File: src/rtl/rxc_pkg.sv
package rxc_pkg;

    localparam int NUM_SRC = 3;
    localparam int MODE_W  = 8;

    typedef enum logic [1:0] {
        SRC_DIV  = 2'd0,
        SRC_TX   = 2'd1,
        SRC_PIN  = 2'd2,
        SRC_NONE = 2'd3
    } src_sel_e;

    typedef enum logic [2:0] {
        PIN_IN    = 3'd0,
        PIN_CONT  = 3'd1,
        PIN_XFER  = 3'd2,
        PIN_RSV3  = 3'd3,
        PIN_RSV4  = 3'd4,
        PIN_RSV5  = 3'd5,
        PIN_RSV6  = 3'd6,
        PIN_RSV7  = 3'd7
    } pin_mode_e;

    typedef enum logic [1:0] {
        GATE_OFF  = 2'd0,
        GATE_LOW  = 2'd1,
        GATE_HIGH = 2'd2,
        GATE_RSV  = 2'd3
    } gate_e;

    typedef struct packed {
        gate_e     gate;
        logic      inv;
        pin_mode_e pmode;
        src_sel_e  src;
    } mode_t;

endpackage

File: src/rtl/rxc_mode_reg.sv
module rxc_mode_reg
    import rxc_pkg::*;
#(
    parameter int W = MODE_W
) (
    input  logic         clk,
    input  logic         rst_n,
    input  logic         wr,
    input  logic [W-1:0] wdata,
    input  logic         protect,
    output logic [W-1:0] value_q
);

    logic [W-1:0] value_d;

    always_comb begin
        value_d = value_q;
        if (wr && !protect) begin
            value_d = wdata;
        end
    end

    always_ff @(posedge clk or negedge rst_n) begin
        if (!rst_n) begin
            value_q <= '0;
        end else begin
            value_q <= value_d;
        end
    end

endmodule

File: src/rtl/rxc_edge_gate.sv
module rxc_edge_gate
    import rxc_pkg::*;
#(
    parameter int N = NUM_SRC
) (
    input  mode_t        mode,
    input  logic [N-1:0] rise_in,
    input  logic [N-1:0] fall_in,
    input  logic         fsync,
    output logic         rise_out,
    output logic         fall_out
);

    logic sel_rise;
    logic sel_fall;
    logic pass;

    always_comb begin
        sel_rise = 1'b0;
        sel_fall = 1'b0;
        for (int i = 0; i < N; i++) begin
            if (int'(mode.src) == i) begin
                sel_rise = rise_in[i];
                sel_fall = fall_in[i];
            end
        end
    end

    always_comb begin
        unique case (mode.gate)
            GATE_LOW:  pass = !fsync;
            GATE_HIGH: pass = fsync;
            default:   pass = 1'b1;
        endcase
        rise_out = sel_rise && pass;
        fall_out = sel_fall && pass;
    end

endmodule

File: src/rtl/rx_clk_ctrl.sv
module rx_clk_ctrl
    import rxc_pkg::*;
#(
    parameter int N_SRC = NUM_SRC,
    parameter int CFG_W = MODE_W
) (
    input  logic             clk,
    input  logic             rst_n,
    input  logic             cfg_wr,
    input  logic [CFG_W-1:0] cfg_data,
    input  logic             wp_en,
    output logic [CFG_W-1:0] mode_q,
    input  logic [N_SRC-1:0] src_rise,
    input  logic [N_SRC-1:0] src_fall,
    input  logic             fsync,
    input  logic             xfer_active,
    output logic             sample_stb,
    output logic             launch_stb,
    output logic             pin_oe,
    output logic             pin_drive
);

    typedef struct packed {
        logic samp;
        logic launch;
        logic lvl;
        logic oe;
        logic drive;
    } st_t;

    st_t   st_d, st_q;
    mode_t mode;
    logic  g_rise;
    logic  g_fall;

    rxc_mode_reg #(.W(CFG_W)) u_mode (
        .clk     (clk),
        .rst_n   (rst_n),
        .wr      (cfg_wr),
        .wdata   (cfg_data),
        .protect (wp_en),
        .value_q (mode_q)
    );

    assign mode = mode_t'(mode_q[MODE_W-1:0]);

    rxc_edge_gate #(.N(N_SRC)) u_gate (
        .mode     (mode),
        .rise_in  (src_rise),
        .fall_in  (src_fall),
        .fsync    (fsync),
        .rise_out (g_rise),
        .fall_out (g_fall)
    );

    always_comb begin
        st_d        = st_q;
        st_d.samp   = mode.inv ? g_rise : g_fall;
        st_d.launch = mode.inv ? g_fall : g_rise;
        if (g_rise) begin
            st_d.lvl = 1'b1;
        end else if (g_fall) begin
            st_d.lvl = 1'b0;
        end
        unique case (mode.pmode)
            PIN_CONT: st_d.oe = 1'b1;
            PIN_XFER: begin
                if (xfer_active) begin
                    st_d.oe = 1'b1;
                end else if (g_rise || g_fall) begin
                    st_d.oe = 1'b0;
                end
            end
            default:  st_d.oe = 1'b0;
        endcase
        st_d.drive = st_d.oe && st_d.lvl;
    end

    always_ff @(posedge clk or negedge rst_n) begin
        if (!rst_n) begin
            st_q <= '0;
        end else begin
            st_q <= st_d;
        end
    end

    assign sample_stb = st_q.samp;
    assign launch_stb = st_q.launch;
    assign pin_oe     = st_q.oe;
    assign pin_drive  = st_q.drive;

endmodule


File: config.mk
export PLATFORM = sky130hd
export DESIGN_NAME = rx_clk_ctrl
export DESIGN_NICKNAME = d
export VERILOG_FILES = /design/src/rtl/rxc_pkg.sv /design/src/rtl/rxc_mode_reg.sv /design/src/rtl/rxc_edge_gate.sv /design/src/rtl/rx_clk_ctrl.sv
export SDC_FILE = /design/constraint.sdc
export NUM_CORES = 1
export LEC_CHECK = 0
export BUFFER_PORTS_ARGS = -buffer_cell sky130_fd_sc_hd__buf_2
export CORE_ASPECT_RATIO = 0.9
export CORE_MARGIN = 2
export CORE_UTILIZATION = 39
export CTS_CLUSTER_SIZE = 20
export DETAILED_ROUTE_END_ITERATION = 10
export PLACE_DENSITY = 0.72
export SYNTH_ARGS = -nofsm -noshare
export SYNTH_HDL_FRONTEND = slang
export SYNTH_HIERARCHICAL = 1
export SYNTH_SLANG_ARGS = --single-unit
File: constraint.sdc
create_clock -name clk -period 1.6 [get_ports clk]
set_input_delay 0.16 -clock clk [delete_from_list [all_inputs] [get_ports clk]]
set_output_delay 0.16 -clock clk [all_outputs]
set_load 0.02 [all_outputs]
After elaboration in Yosys (flattened, before gate mapping). Index checks and enable logic that the tools add are counted.

Bits in registers: 13. Bits of input ports: 20. Output and inout bits: 12. Word-level logic and storage cells: 34.

Equality and inequality tests: 6. Mux-type cells: 14. Reductions and logical operators: 8.

Operators by type and width (number): $mux W1 (12); $eq A2 B2 Y1 const B (3); $logic_and A1 B1 Y1 (4); $pmux W1 S2 (2); $eq A3 B1 Y1 const B (1); $eq A3 B2 Y1 const B (1); $eq A2 B1 Y1 const B (1); $logic_not A1 Y1 (2); $logic_not A2 Y1 (1); $logic_or A1 B1 Y1 (1).

Longest topological paths before layout. Gate-level depths: netlist (run 1).

Word-level depth: 10. Mapped depth: 8. Mapped depth without buffers: 8.

Hierarchy. Netlist (run 1), hierarchy kept.

By module, submodules not included: rxc_mode_reg (instances 1, cells an instance 18, area each 345.3 um^2, sequential area each 200.2 um^2); rx_clk_ctrl (instances 1, cells an instance 16, area each 198.9 um^2, sequential area each 125.1 um^2); rxc_edge_gate (instances 1, cells an instance 15, area each 105.1 um^2, sequential area each 0.0 um^2).

Worst setup path before layout (run 1). Ideal clock, no wire load.

Path type: reg-to-reg. Start point: register u_mode.value_q[7]. End point: register st_q, in the netlist pin_drive. Setup time: 0.100 ns. Data arrival time: 1.585 ns. Data required time: 1.500 ns. Path slack: -0.085 ns. Stages on the path, launching flop included: 9. Path buffers: 0. Clock period less this slack: 1.685 ns. Cells stage by stage: dfrtp_1 -> inv_1 -> ha_1 -> nor2b_1 -> a211oi_1 -> a21oi_1 -> nor2_1 -> a221oi_1 -> nor4bb_1.

RTL lines: start, declared (line rxc_mode_reg.sv:11) `output logic [W-1:0] value_q`; start signal, assigned (line rxc_mode_reg.sv:27) `value_q <= value_d;`; end signal, assigned (line rx_clk_ctrl.sv:83) `st_q <= st_d;`; end, declared (line rx_clk_ctrl.sv:31) `st_t st_d, st_q;`.

==> metrics, run 1 <==
largest net degree at the start of global routing 14; htree depth 1; DR pass1 iterations 4; Worst Hold Class in2reg; gr ovfl total 0; crit path max fanout 4; layout cells sized above 1 68.2%; Vias 482; Post-layout nets 108; Die Ht 42.7 um; synthesis-to-layout area growth 41.4%; count of pins over their slew limit 0; Hold Slack 0.116 ns; post-synthesis net count 71; fin cells 107; die area 2010 um2; Post-Syn Area 649 um2; clock slew at reported path FFs 0.07 ns; synth unique cells 21; final setup margin -0.0116 ns; Hold Fails Final Rpt 0; worst-margin pin slew 0.342 ns; Mapped Cells 49; fin crit period 1.61 ns; Wirelength per Cell 11.1 um; RSZ-0062 raised after global routing yes; Worst setup SP type flop; Critical Path RT 1.76 ns; dpl cells 102; CTS tree yes; Antenna diodes 0; # port buffers 31; Tcrit/Tclk final 101%; vias in the first global route 457; root buf cell clkbuf_4; ys async rst share 100%; Mean Syn Cell Area 13.3 um2; Critical Path Sink Type flop; clock skew 0.00343 ns; flops & latches, synth 13; DP Area 875 um2; worst vdd ir 0.773 mV; first-pass GRT wire length 2.00 mm; Post-synth EDFFs 0; HPWL Detailed 983 um; run status complete, but fails checks; IO Pins 32; worst skew pair latency 0.27 ns; # rows 13; die width 47.0 um; Detail Route Antenna Nets 0; Max Buffers Root-to-Sink 2; power density over the cells 1100 nW/um2; worst rel slew slack 77.1%; vias per cell 4.50; crit path DAT 1.78 ns; initial antenna violation count 0; all-layer global routing usage 14.6%; Final Core Density 61.4%; DRC violations left 0; RePlAce Congestion 0.707; CTS Buf Count 3; ys flop type dfrtp_1; cell area after layout 918 um2; number of max-cap violations 0; critical path type reg2reg; Starting Density 43.4%; failing checks setup timing; drt total wl 1.19 mm; Max Freq 620 MHz; DR iter-0 viols 4; register area share after synthesis 50.1%; clk sink count 13; Filler cells 133; worst slack at placement -0.0813 ns; Setup violations, final 1; Yosys warning total 6; Core Region 1500 um2; leakage power 0.467 nW
cells by family after synthesis:
family | share of synthesized area (%)
fa+ha+maj | 3.85
buf+inv | 4.05
flops | 50.1
compound gates | 5.97
mux | 23.3
simple gates | 11.4
xor+xnor | 1.35
repair_timing:
item | in CTS | in global routing
endpoints found under the hold margin | 13 | 0
pin swaps | 1 | 0
setup buffers | 0 | 0
hold buffers | 1 | 0
resized for setup | 3 | 0
endpoints found under the setup margin | 1 | 1
flip-flops by register name (all words and copies together), names as in the netlist:
| register | count |
|---|---|
| u_mode/value_q | 8 |
| launch_stb | 1 |
| pin_drive | 1 |
| pin_oe | 1 |
| sample_stb | 1 |
| st_q | 1 |
placed cells by master, fill, tap and decap left out, types with 2 or more instances in the layout:
cell type,netlist,layout
buf_2,0,31
dfrtp_1,13,11
mux2_4,8,8
nand2_1,3,3
clkbuf_4,0,3
inv_1,4,2
inv_2,0,2
mux2i_1,2,2
or2_0,2,2
nor2b_4,1,2
a21oi_2,0,2
dfrtp_2,0,2
cells in the mapped netlist (2+ instances only):
cell type / number / area [um2]
mux2i_1: 2 / 20.0
inv_1: 4 / 15.0
mux2_4: 8 / 120
ha_1: 2 / 25.0
a21oi_1: 2 / 10.0
or2_0: 2 / 12.5
nand2_1: 3 / 11.3
dfrtp_1: 13 / 325
stage by stage:
stage | power (mW) | TNS (ns)
finish | 1.01 | -0.0116
global route | 1.08 | -0.163
CTS | 1.04 | -0.0349
detailed placement | 0.825 | -0.0813
global placement | 0.815 | 0
floorplan | 0.703 | 0
worst max-delay path: stages (launching register included):
cell	delay (ns)
dfrtp_2	0.44
ha_4	0.25
a211oi_4	0.24
a21oi_2	0.07
nor2_2	0.13
a221oi_2	0.08
nor4bb_1	0.29
worst paths after layout:
| kind | start | endpoint | slack, ns | cells past startpoint |
|---|---|---|---|---|
| setup / recovery | u_mode/value_q[7] | pin_drive | -0.01 | 6 |
| hold / removal | cfg_data[6] | u_mode/value_q[6] | 0.12 | 2 |
| setup reg to reg | u_mode/value_q[7] | pin_drive | -0.01 | 6 |
| hold reg to reg | st_q[2] | st_q[2] | 0.49 | 1 |
| max in group asynchronous | rst_n | u_mode/value_q[6] | 1.06 | 2 |
| min in group asynchronous | rst_n | u_mode/value_q[4] | 0.30 | 2 |
final cells by class:
| cell class | count | area [um2] | share of cell area [%] |
|---|---|---|---|
| multi-input cells | 31 | 349 | 38.0 |
| flip-flops and latches | 13 | 328 | 35.7 |
| repair buffers | 33 | 173 | 18.8 |
| well taps | 22 | 27.5 | 3.00 |
| clock buffers | 4 | 26.3 | 2.86 |
| inverters | 4 | 15.0 | 1.63 |
layer usage:
layer / wire length, um / global-route usage (%) / vias to the layer above
li1: - / - / 240
met1: 482 / 18.6 / 225
met2: 621 / 21.6 / 15
met3: 69 / 6.38 / 2
met4: 14 / 5.00 / 0
met5: 0 / 0 / -
power breakdown:
group,total (mW),leakage (nW),switching (mW),internal (mW)
Clock,0.193,0.0150,0.0960,0.0965
Sequential,0.445,0.156,0.0500,0.395
Combinational,0.375,0.296,0.183,0.192
No activity file was read; power rests on OpenSTA's default activity.
==> run 2: changes to the inputs <==
==> constraint.sdc (replaced) <==
create_clock -name clk -period 1.4 [get_ports clk]
set_input_delay 0.14 -clock clk [delete_from_list [all_inputs] [get_ports clk]]
set_output_delay 0.14 -clock clk [all_outputs]
set_load 0.02 [all_outputs]
==> run 2 against run 1 <==
  * The flow still finishes with violations (setup timing)
  * Fmax grew 2.4%
  * Clock-buffer cell count is the same
  * Worst setup slack got worse by 0.16 ns
  * Clock power is 22% higher
  * Largest cell class unchanged
  * Highest routed layer unchanged
==> metrics, run 2 (synthesis results as in run 1) <==
run status complete, but fails checks (unchanged); failing checks setup timing (unchanged); Core Region 1500 um2 (unchanged); die width 47.0 um (unchanged); all-layer global routing usage 16.6% (was 14.6%); initial antenna violation count 0 (unchanged); cell area after layout 952 um2 (was 918 um2); most frequent cells in the layout buf_2 (31), dfrtp_1 (11), mux2_4 (8) (unchanged); layout cells sized above 1 70.8% (was 68.2%); Critical Path RT 1.58 ns (was 1.76 ns); switching portion of total power 33.7% (was 32.5%); Post-layout nets 112 (was 108); Max Freq 636 MHz (was 620 MHz); reg-to-reg slack, setup -0.17 ns (was -0.01 ns); clk sink count 13 (unchanged); crit-path cells ha_4 > a211oi_4 > a21oi_2 > nor2_1 > a221oi_2 > nor4bb_1 (was ha_4 > a211oi_4 > a21oi_2 > nor2_2 > a221oi_2 > nor4bb_1); first-pass GRT wire length 2.29 mm (was 2.00 mm); # rows 13 (unchanged); final setup margin -0.173 ns (was -0.0116 ns); die area 2010 um2 (unchanged); Setup Total Neg Slack -0.432 ns (was -0.0116 ns); synthesis-to-layout area growth 46.6% (was 41.4%); Top Family by Delay on Critical Path flip-flops (unchanged); NetSw 0.407 mW (was 0.329 mW); Tcrit/Tclk final 112% (was 101%); Critical Path Sink Type flop (unchanged); most common cell after layout, fill and taps aside buf_2 (unchanged); Final Core Density 63.6% (was 61.4%); crit path DAT 1.75 ns (was 1.78 ns); IO Pins 32 (unchanged); Buf/Inv on CP 0 (unchanged); RSZ-0062 raised after global routing yes (unchanged); Worst Hold Class in2reg (unchanged); # port buffers 31 (unchanged); Filler cells 136 (was 133); clock network fraction of design power 19.4% (was 19.0%); worst vdd ir 0.762 mV (was 0.773 mV); Power Internal 0.802 mW (was 0.684 mW); fin crit period 1.57 ns (was 1.61 ns); Gate power share 38.4% (was 37.0%); htree depth 1 (unchanged); critical path type reg2reg (unchanged); Hold Fails Final Rpt 0 (unchanged); Worst setup SP type flop (unchanged); root buf cell clkbuf_4 (unchanged); worst rel slew slack 76.8% (was 77.1%); crit path max fanout 3 (was 4); Detail Route Antenna Nets 0 (unchanged); gr ovfl total 0 (unchanged); vias in the first global route 510 (was 457); worst-margin pin slew 0.347 ns (was 0.342 ns); number of max-cap violations 0 (unchanged); drt total wl 1.44 mm (was 1.19 mm); Starting Density 43.4% (unchanged); Setup violations, final 4 (was 1); DR iter-0 viols 4 (unchanged); clock slew at reported path FFs 0.08 ns (was 0.07 ns); Worst path slowest cell dfrtp_2 (unchanged); leakage power 0.488 nW (was 0.467 nW); RePlAce Congestion 0.686 (was 0.707); vias per cell 4.41 (was 4.50); worst slack at placement -0.183 ns (was -0.0813 ns); crit-path max cell delay 0.44 ns (about the same); HPWL Detailed 1.15 mm (was 983 um); CTS Buf Count 3 (unchanged); worst skew pair latency 0.27 ns (about the same); Max Buffers Root-to-Sink 2 (unchanged); largest net degree at the start of global routing 14 (unchanged); power density over the cells 1270 nW/um2 (was 1100 nW/um2); Die Ht 42.7 um (unchanged); Antenna diodes 0 (unchanged); DR pass1 iterations 3 (was 4); DP Area 902 um2 (was 875 um2); Vias 490 (was 482); sequential power share 42.2% (was 44.0%); Wirelength per Cell 13.0 um (was 11.1 um); DRC violations left 0 (unchanged); number of flip-flops under the largest register name 8 (unchanged); CTS tree yes (unchanged); clock skew 0.00145 ns (was 0.00343 ns); Top reg by flops u_mode/value_q (unchanged); count of pins over their slew limit 0 (unchanged)
## run 2: cell types whose count changed in the layout (fill, tap and decap cells not counted)
cell | previous run | this run
nor2_2 | 1 | 0
nand2_2 | 0 | 1
nand2_1 | 3 | 2
nor2_1 | 0 | 1
buf_4 | 1 | 5
o21ai_0 | 1 | 0
o21ai_2 | 0 | 1
## run 2: through the flow
step	hold slack (ns)	power (mW)	std cells
5_1_grt	0.0759	1.29	111
6_report	0.0942	1.21	111
3_3_place_gp	0.0381	0.953	105
2_1_floorplan	-0.156	0.807	49
4_1_cts	0.0860	1.21	111
3_5_place_dp	0.0445	0.970	105
## run 2: what timing repair did
item	in CTS	in global routing
pin swaps	2	0
endpoints found under the setup margin	5	5
hold buffers	1	0
buffers inserted	1	0
hold endpoints to repair	13	0
resized for setup	1	2
## run 2: area by class of cell
| cell class | count | area [um2] | share of cell area (%) |
|---|---|---|---|
| Clock buffer | 4 | 26.3 | 2.76 |
| Inverter | 4 | 15.0 | 1.58 |
| Multi-Input combinational cell | 31 | 353 | 37.1 |
| Sequential cell | 13 | 328 | 34.4 |
| Tap cell | 22 | 27.5 | 2.89 |
| Timing Repair Buffer | 37 | 203 | 21.3 |
## run 2: worst paths after layout
check | from | endpoint | cells after the start
setup / recovery | u_mode/value_q[7] | pin_drive | 6
hold / removal | cfg_data[0] | u_mode/value_q[0] | 2
setup reg to reg | u_mode/value_q[7] | pin_drive | 6
hold reg to reg | st_q[2] | st_q[2] | 1
max in group asynchronous | rst_n | u_mode/value_q[6] | 2
min in group asynchronous | rst_n | pin_drive | 2
## run 2: power groups by stage
stage	Combinational [mW]	Sequential, mW	Clock (mW)
2_1_floorplan	0.219	0.589	0
6_report	0.465	0.510	0.235
3_5_place_dp	0.453	0.517	0
4_1_cts	0.464	0.510	0.240
5_1_grt	0.503	0.523	0.265
3_3_place_gp	0.440	0.512	0
## run 2: worst register-to-register path: cells and delay by family (launching register included)
kind / cells / cell delay (ns)
AND/OR/NAND/NOR: 2 / 0.39
adder cells (fa/ha/maj): 1 / 0.25
flip-flops: 1 / 0.44
AO/OA/AOI/OAI: 3 / 0.39
## run 2: metal layers
layer  vias to the layer above  part of all wire [%]  GRT usage [%]
met5                         -                     0              0
met4                         0                   2.0           6.67
met3                         4                   2.9           2.98
met2                        13                    55           28.5
met1                       227                    40           19.7
li1                        246                     -              -
==> run 3: changes to the inputs <==
--- a/config.mk
+++ b/config.mk
@@ -6,12 +6,14 @@
 export NUM_CORES = 1
 export LEC_CHECK = 0
 export BUFFER_PORTS_ARGS = -buffer_cell sky130_fd_sc_hd__buf_2
+export CELL_PAD_IN_SITES_DETAIL_PLACEMENT = 1
+export CELL_PAD_IN_SITES_GLOBAL_PLACEMENT = 1
 export CORE_ASPECT_RATIO = 0.9
 export CORE_MARGIN = 2
-export CORE_UTILIZATION = 39
+export CORE_UTILIZATION = 30
 export CTS_CLUSTER_SIZE = 20
 export DETAILED_ROUTE_END_ITERATION = 10
-export PLACE_DENSITY = 0.72
+export PLACE_DENSITY = 0.73
 export SYNTH_ARGS = -nofsm -noshare
 export SYNTH_HDL_FRONTEND = slang
 export SYNTH_HIERARCHICAL = 1
==> run 3 against run 2 <==
  * The run still ends with setup timing left
  * Final area is 0.39% lower
  * Sequential share of layout area up 0.14 points
  * Sequential power about the same
  * Fmax fell by 1.5%
  * Global-route usage is 2.9 points lower
==> metrics, run 3 (synthesis results as in run 1) <==
IO Pins 32 (unchanged); Tcrit/Tclk final 114% (was 112%); clock slew at reported path FFs 0.07 ns (was 0.08 ns); Critical Path Sink Type flop (unchanged); Setup Total Neg Slack -0.461 ns (was -0.432 ns); # port buffers 31 (unchanged); Core Region 1970 um2 (was 1500 um2); Die Ht 48.1 um (was 42.7 um); DP Area 906 um2 (was 902 um2); Antenna diodes 0 (unchanged); fin cells 113 (was 111); drt total wl 1.43 mm (was 1.44 mm); Top reg by flops u_mode/value_q (unchanged); Starting Density 33.0% (was 43.4%); Worst setup SP type flop (unchanged); number of flip-flops under the largest register name 8 (unchanged); Hold Fails Final Rpt 0 (unchanged); htree depth 1 (unchanged); Setup violations, final 4 (unchanged); CTS Buf Count 3 (unchanged); Wirelength per Cell 12.7 um (was 13.0 um); critical path type reg2reg (unchanged); worst-margin pin slew 0.376 ns (was 0.347 ns); RSZ-0062 raised after global routing yes (unchanged); power density over the cells 1250 nW/um2 (was 1270 nW/um2); leakage power 0.483 nW (was 0.488 nW); post-CTS setup buffer count 0 (was 1); vias in the first global route 553 (was 510); clock skew 0.00437 ns (was 0.00145 ns); layout cells sized above 1 70.5% (was 70.8%); cell area after layout 948 um2 (was 952 um2); most common cell after layout, fill and taps aside buf_2 (unchanged); dpl cells 108 (was 105); crit path max fanout 3 (unchanged); failing checks setup timing (unchanged); area of the multi-input gates 353 um2 (unchanged); CTS tree yes (unchanged); DR iter-0 viols 2 (was 4); Vias 508 (was 490); DRC violations left 0 (unchanged); Worst Hold Class in2reg (unchanged); register area 328 um2 (unchanged); count of pins over their slew limit 0 (unchanged); final setup margin -0.198 ns (was -0.173 ns); run status complete, but fails checks (unchanged); die width 53.0 um (was 47.0 um); first-pass GRT wire length 2.32 mm (was 2.29 mm); Critical Path RT 1.56 ns (was 1.58 ns); Post-layout nets 111 (was 112); clk sink count 13 (unchanged); worst rel slew slack 74.9% (was 76.8%); Filler cells 230 (was 136); Max Freq 626 MHz (was 636 MHz); RePlAce Congestion 0.696 (was 0.686); worst vdd ir 0.690 mV (was 0.762 mV); all-layer global routing usage 13.7% (was 16.6%); fin crit period 1.60 ns (was 1.57 ns); die area 2550 um2 (was 2010 um2); most frequent cells in the layout buf_2 (31), dfrtp_1 (11), mux2_4 (8) (unchanged); number of max-cap violations 0 (unchanged); HPWL Detailed 1.19 mm (was 1.15 mm); worst skew pair latency 0.27 ns (about the same); # rows 15 (was 13); vias per cell 4.50 (was 4.41); root buf cell clkbuf_4 (unchanged); Max Buffers Root-to-Sink 2 (unchanged); Detail Route Antenna Nets 0 (unchanged); largest net degree at the start of global routing 14 (unchanged); crit path DAT 1.76 ns (was 1.75 ns); total power 1.19 mW (was 1.21 mW); gr ovfl total 0 (unchanged); DR pass1 iterations 2 (was 3); synthesis-to-layout area growth 46.1% (was 46.6%); initial antenna violation count 0 (unchanged); Hold Slack 0.0987 ns (was 0.0942 ns)
==> run 3: changes by cell type in the layout (fill, tap and decap cells not counted), sizes merged <==
cell,delta
buf,-1
==> run 3: stage by stage <==
stage          util, %  setup WS, ns
5_1_grt           48.1        -0.294
2_1_floorplan        -        -0.173
6_report          48.1        -0.198
3_3_place_gp      46.0        -0.136
3_5_place_dp      46.0        -0.191
4_1_cts           47.8        -0.199
==> run 3: what timing repair did <==
item / CTS / global route
hold buffers: 1 / 0
pin swaps: 1 / 0
resized for setup: 1 / 2
hold endpoints to repair: 13 / 0
endpoints found under the setup margin: 5 / 5
cloned: 0 / 0
==> run 3: cell type report <==
cell class | count | share of cell area [%]
well taps | 25 | 3.30
multi-input cells | 31 | 37.2
inverters | 4 | 1.58
flip-flops and latches | 13 | 34.6
repair buffers | 36 | 20.6
clock buffers | 4 | 2.77
==> run 3: worst max-delay path: stages (launching register included) <==
cell and delay [ns]:
dfrtp_2 0.44, ha_4 0.25, a211oi_4 0.24, a21oi_2 0.06, nor2_1 0.13, a221oi_2 0.08, nor4bb_1 0.28
==> run 3: final timing paths <==
kind,slack (ns),cells past startpoint,startpoint,end
max in group asynchronous,0.86,2,rst_n,u_mode/value_q[7]
max,-0.20,6,u_mode/value_q[7],pin_drive
min reg2reg,0.48,1,st_q[2],st_q[2]
min in group asynchronous,0.30,2,rst_n,u_mode/value_q[5]
min,0.1,2,cfg_data[4],u_mode/value_q[4]
max reg2reg,-0.20,6,u_mode/value_q[7],pin_drive
==> run 3: metal layers <==
layer	vias up	track usage [%]	part of all wire [%]
met5	-	0	0
met4	0	4.62	0.98
met3	2	5.83	8.4
met2	23	24.8	49
met1	240	14.8	41
li1	243	-	-
==> run 3: power by group <==
group	total [mW]	internal (mW)	switching, mW
clock	0.220	0.110	0.110
sequential	0.508	0.452	0.0567
combinational	0.458	0.236	0.222
